==> config.mk <==
export PLATFORM = sky130hd
export DESIGN_NAME = mwu_wakeup_ctrl
export DESIGN_NICKNAME = d
export VERILOG_FILES = /design/src/rtl/mwu_pkg.sv /design/src/rtl/mwu_edge_detect.sv /design/src/rtl/mwu_regs.sv /design/src/rtl/mwu_wake.sv /design/src/rtl/mwu_wakeup_ctrl.sv
export SDC_FILE = /design/constraint.sdc
export NUM_CORES = 1
export LEC_CHECK = 0
export BUFFER_PORTS_ARGS = -buffer_cell sky130_fd_sc_hd__buf_2
export CAP_MARGIN = 20
export CORE_MARGIN = 2
export CORE_UTILIZATION = 55
export DETAILED_ROUTE_END_ITERATION = 10
export GPL_TIMING_DRIVEN = 1
export PLACE_DENSITY = 0.85
export SYNTH_ARGS = -nofsm -noshare
export SYNTH_HDL_FRONTEND = slang
export SYNTH_SLANG_ARGS = --single-unit
==> constraint.sdc <==
create_clock -name clk -period 2.2 [get_ports clk]
set_input_delay 0.11 -clock clk [delete_from_list [all_inputs] [get_ports clk]]
set_output_delay 0.11 -clock clk [all_outputs]
set_load 0.01 [all_outputs]
==> src/rtl/mwu_pkg.sv <==
package mwu_pkg;

    localparam int ADDR_W = 2;

    typedef enum logic [ADDR_W-1:0] {
        REG_ARM   = 2'd0,
        REG_POL   = 2'd1,
        REG_LATCH = 2'd2,
        REG_NONE  = 2'd3
    } reg_sel_e;

endpackage

==> src/rtl/mwu_edge_detect.sv <==
module mwu_edge_detect #(
    parameter int PINS = 8
) (
    input  logic            clk,
    input  logic            rst_n,
    input  logic [PINS-1:0] pin_i,
    input  logic [PINS-1:0] fall_sel_i,
    output logic [PINS-1:0] hit_o
);

    typedef struct packed {
        logic [PINS-1:0] prev;
    } state_t;

    state_t st_d, st_q;

    always_comb begin
        st_d      = st_q;
        st_d.prev = pin_i;
    end

    always_ff @(posedge clk or negedge rst_n) begin
        if (!rst_n) st_q <= '0;
        else        st_q <= st_d;
    end

    // one comparator per line; polarity picks which transition is a hit
    for (genvar g = 0; g < PINS; g++) begin : g_line
        always_comb begin
            if (fall_sel_i[g]) hit_o[g] = st_q.prev[g] & ~pin_i[g];
            else               hit_o[g] = ~st_q.prev[g] & pin_i[g];
        end
    end

endmodule

==> src/rtl/mwu_regs.sv <==
module mwu_regs #(
    parameter int PINS = 8
) (
    input  logic               clk,
    input  logic               rst_n,
    input  logic               wr_i,
    input  mwu_pkg::reg_sel_e  sel_i,
    input  logic [PINS-1:0]    wdata_i,
    input  logic [PINS-1:0]    hit_i,
    output logic [PINS-1:0]    arm_o,
    output logic [PINS-1:0]    pol_o,
    output logic [PINS-1:0]    latch_o
);
    import mwu_pkg::*;

    typedef struct packed {
        logic [PINS-1:0] arm;
        logic [PINS-1:0] pol;
        logic [PINS-1:0] latch;
    } state_t;

    state_t          st_d, st_q;
    logic [PINS-1:0] latch_base;

    always_comb begin
        st_d = st_q;
        if (wr_i && sel_i == REG_ARM) st_d.arm = wdata_i;
        if (wr_i && sel_i == REG_POL) st_d.pol = wdata_i;
        latch_base = (wr_i && sel_i == REG_LATCH) ? wdata_i : st_q.latch;
        // a detected edge overrides a simultaneous software clear
        st_d.latch = latch_base | hit_i;
    end

    // latch reset to zero is for simulation tidiness only
    always_ff @(posedge clk or negedge rst_n) begin
        if (!rst_n) st_q <= '0;
        else        st_q <= st_d;
    end

    assign arm_o   = st_q.arm;
    assign pol_o   = st_q.pol;
    assign latch_o = st_q.latch;

endmodule

==> src/rtl/mwu_wake.sv <==
module mwu_wake #(
    parameter int PINS = 8
) (
    input  logic            clk,
    input  logic            rst_n,
    input  logic [PINS-1:0] arm_i,
    input  logic [PINS-1:0] latch_i,
    input  logic            halt_req_i,
    output logic            halt_ok_o,
    output logic            wake_o
);

    typedef struct packed {
        logic cond;
        logic wake;
    } state_t;

    state_t st_d, st_q;
    logic   cond;

    assign cond = |(arm_i & latch_i);

    always_comb begin
        st_d      = st_q;
        st_d.cond = cond;
        st_d.wake = cond & ~st_q.cond;
    end

    always_ff @(posedge clk or negedge rst_n) begin
        if (!rst_n) st_q <= '0;
        else        st_q <= st_d;
    end

    assign halt_ok_o = halt_req_i & ~cond;
    assign wake_o    = st_q.wake;

endmodule

==> src/rtl/mwu_wakeup_ctrl.sv <==
module mwu_wakeup_ctrl #(
    parameter int PINS = 8
) (
    input  logic            clk,
    input  logic            rst_n,
    input  logic            bus_wr_i,
    input  logic [1:0]      bus_addr_i,
    input  logic [PINS-1:0] bus_wdata_i,
    output logic [PINS-1:0] bus_rdata_o,
    input  logic [PINS-1:0] pin_i,
    input  logic            halt_req_i,
    output logic            halt_ok_o,
    output logic            wake_o
);
    import mwu_pkg::*;

    reg_sel_e        sel;
    logic [PINS-1:0] hit_w;
    logic [PINS-1:0] arm_w;
    logic [PINS-1:0] pol_w;
    logic [PINS-1:0] latch_w;

    assign sel = reg_sel_e'(bus_addr_i);

    mwu_edge_detect #(.PINS(PINS)) u_edge (
        .clk        (clk),
        .rst_n      (rst_n),
        .pin_i      (pin_i),
        .fall_sel_i (pol_w),
        .hit_o      (hit_w)
    );

    mwu_regs #(.PINS(PINS)) u_regs (
        .clk     (clk),
        .rst_n   (rst_n),
        .wr_i    (bus_wr_i),
        .sel_i   (sel),
        .wdata_i (bus_wdata_i),
        .hit_i   (hit_w),
        .arm_o   (arm_w),
        .pol_o   (pol_w),
        .latch_o (latch_w)
    );

    mwu_wake #(.PINS(PINS)) u_wake (
        .clk        (clk),
        .rst_n      (rst_n),
        .arm_i      (arm_w),
        .latch_i    (latch_w),
        .halt_req_i (halt_req_i),
        .halt_ok_o  (halt_ok_o),
        .wake_o     (wake_o)
    );

    always_comb begin
        case (sel)
            REG_ARM:   bus_rdata_o = arm_w;
            REG_POL:   bus_rdata_o = pol_w;
            REG_LATCH: bus_rdata_o = latch_w;
            default:   bus_rdata_o = '0;
        endcase
    end

endmodule

==> flow_summary.toml <==
[place]
dp.final_hpwl_microns = 2190
dpl_cell_area_sq_mm = 0.00171
port_buffers = 31
gp_congestion = 0.767

[logic_synthesis]
yosys_warnings = 0
synthesis.area_per_instance_sq_um = 11.9
synthDominantCellAreaShare_pct = 54.8
synth.lib_cells_used.distinct = 18
synth.net_count = 152
synth_area_leaders = "sky130_fd_sc_hd__dfrtp_1, sky130_fd_sc_hd__mux2_2, sky130_fd_sc_hd__mux2i_1"
synth_seq_cells = 34
postSynthCellCount = 130
synthDominantAreaCellType = "sky130_fd_sc_hd__dfrtp_1"
synth-seq-area-share_pct = 54.8
syn_area_sq_mm = 0.00155

[route]
num_vias = 1166
route.detailed.vias_per_inst = 5.69
drc_errors = 0
initialDrtViolationCount = 49
ant_nets = 0
drtPass1Iterations = 4
finalWirelength_microns = 3190
wl_per_cell_microns = 15.5

[grt]
first_global_vias = 1136
grt_pass1_wl_microns = 5270
largest_net_degree_at_the_start_of_global_routing = 35
grt_residual_overflow = 0
antenna_found_initial = 0
grt_util_all_layers_pct = 22.2

[setup_path]
crit_path_top_delay_cell = "sky130_fd_sc_hd__dfrtp_1"
critical_path.endpoint_type = "output port"
timing.critical_path.required_ps = 2090
crit_arrival_ps = 1500
cp.buffers_inverters = 1
criticalPathCategory = "reg2out"
critical_path.cell_chain = "a22oi_1 > and4_1 > and2_1 > buf_2"
cp_top_family = "flip-flops"
worstSetupStartpointType = "register"
crit_path_max_fanout = 3
cpPeakStageDelay_ps = 430

[power_and_ir_drop]
leakagePower_nw = 0.891
peakVddDrop_v = 0.000601
pwr_density_cell_mw_per_mm2 = 758

[layout]
final_common_cell = "sky130_fd_sc_hd__dfrtp_1"
n_antenna_cell = 0
finish.net_count = 195
post-route-cell-area_sq_mm = 0.00186
final_cell_mix = "sky130_fd_sc_hd__dfrtp_1, sky130_fd_sc_hd__buf_2, sky130_fd_sc_hd__nand2_1, sky130_fd_sc_hd__mux2i_1, sky130_fd_sc_hd__mux2_2"
final_layout_size_suffix_gt1_share_pct = 32.2
synthToLayoutAreaGrowth_pct = 20.0

[timing]
timing.final.max_slew_violations = 0
setup_tns_ps = 0
slew_headroom_pct = 51.0
finClkSkew_ps = 8.71
final.min_clock_period_ps = 1610
setup_viol = 0
hold_violations = 0
rsz0062_at_grt = "no"
fmax_mhz = 622
final.hold.worst_slack_ps = 25.6
tightestPinTransition_ps = 734
final.period_utilization_pct = 73.1

[cts]
clock_insertion_delay_worst_skew_ps = 350
cts_resized = 0
clkTransAtPathRegs_ps = 100
cts-root-buf = "sky130_fd_sc_hd__clkbuf_4"
cts_made_buffers = 5
maximum_clock_insertion_buffer_count = 2
clock_tree.htree_level_count = 2
clock_sink_count = 34
hold_buffers = 9
postCtsSetupBuffers = 0
cts_tree = "built"

[worst_hold_path]
class_of_the_tightest_hold_or_removal_check = "in2reg"

[floorplan]
row_count = 19
ioPinCount = 32
die_ar_sq_mm = 0.00326
floorplan.die.width_microns = 57.1
coreArea_sq_mm = 0.00271
die_y_microns = 57.1
start_util_pct = 57.2

[run_status]
status = "complete, no violations"

[job]
max-cap-violations = 0
## synthesized netlist by cell type (all sizes together)
master	n
and4	1
clkbuf	1
nand2	24
mux2	16
and2b	1
o211ai	8
o21ai	8
nor3b	1
inv	1
nor2	9
and2	1
mux2i	16
dfrtp	34
a22oi	4
buf	3
nand3b	2
## worst paths after layout
path / slack [ps] / start / cells past startpoint / to
setup reg to reg: 1140 / u_regs.latch_o[1] / 3 / u_wake.wake_o
hold reg to reg: 420 / u_wake.st_q[1] / 1 / u_wake.wake_o
hold / removal: 30 / bus_wdata_i[2] / 2 / u_regs.arm_o[2]
setup / recovery: 590 / u_regs.latch_o[1] / 4 / halt_ok_o
max in group asynchronous: 1380 / rst_n / 2 / u_regs.pol_o[3]
min in group asynchronous: 340 / rst_n / 2 / u_regs.pol_o[1]
## metal layers
metal | vias to the layer above | global-route usage [%] | share of wire, %
met5 | - | 0 | 0
met4 | 0 | 9.97 | 1.9
met3 | 8 | 8.84 | 6.1
met2 | 37 | 32.8 | 48
met1 | 572 | 28.9 | 44
li1 | 549 | - | -
## metrics by stage
stage | utilization, % | setup slack (ps) | total power [mW] | cells
2_1_floorplan | - | 1170 | 0.940 | 130
3_3_place_gp | 63.2 | 776 | 1.02 | 188
5_1_grt | 68.7 | 528 | 1.50 | 205
4_1_cts | 68.7 | 604 | 1.42 | 205
3_5_place_dp | 63.2 | 746 | 1.04 | 188
6_report | 68.7 | 591 | 1.41 | 205
## area by class of cell
cell class | instances | area, sq um
inverter | 1 | 3.75
multi-input combinational | 91 | 663
clock inverter | 1 | 5.00
timing repair buffer | 40 | 245
clock buffer | 7 | 55.1
sequential | 34 | 851
fill | 201 | 848
tap | 31 | 38.8
## power by group
| group | switching, mW | leakage [nW] | internal, mW |
|---|---|---|---|
| Sequential | 0.0696 | 0.383 | 0.708 |
| Combinational | 0.125 | 0.473 | 0.141 |
| Clock | 0.212 | 0.0353 | 0.155 |
## worst register-to-register path: stages, from the launching register on
cell and delay [ps]:
sky130_fd_sc_hd__dfrtp_1 430, sky130_fd_sc_hd__a22oi_1 210, sky130_fd_sc_hd__and4_1 260, sky130_fd_sc_hd__nor2_1 60
## kinds of logic after synthesis
group / share of synthesized area, %
AOI/OAI and AO/OA: 8.39
buffers and inverters: 2.42
DFF: 54.8
muxes: 21.9
and+or+nand+nor: 12.4
## state kept, by name (all words and copies together), names as in the netlist
| name | cells |
|---|---|
| u_edge.st_q | 8 |
| u_regs.arm_o | 8 |
| u_regs.latch_o | 8 |
| u_regs.pol_o | 8 |
| u_wake.st_q | 1 |
| u_wake.wake_o | 1 |
No activity file was read; power rests on OpenSTA's default activity.
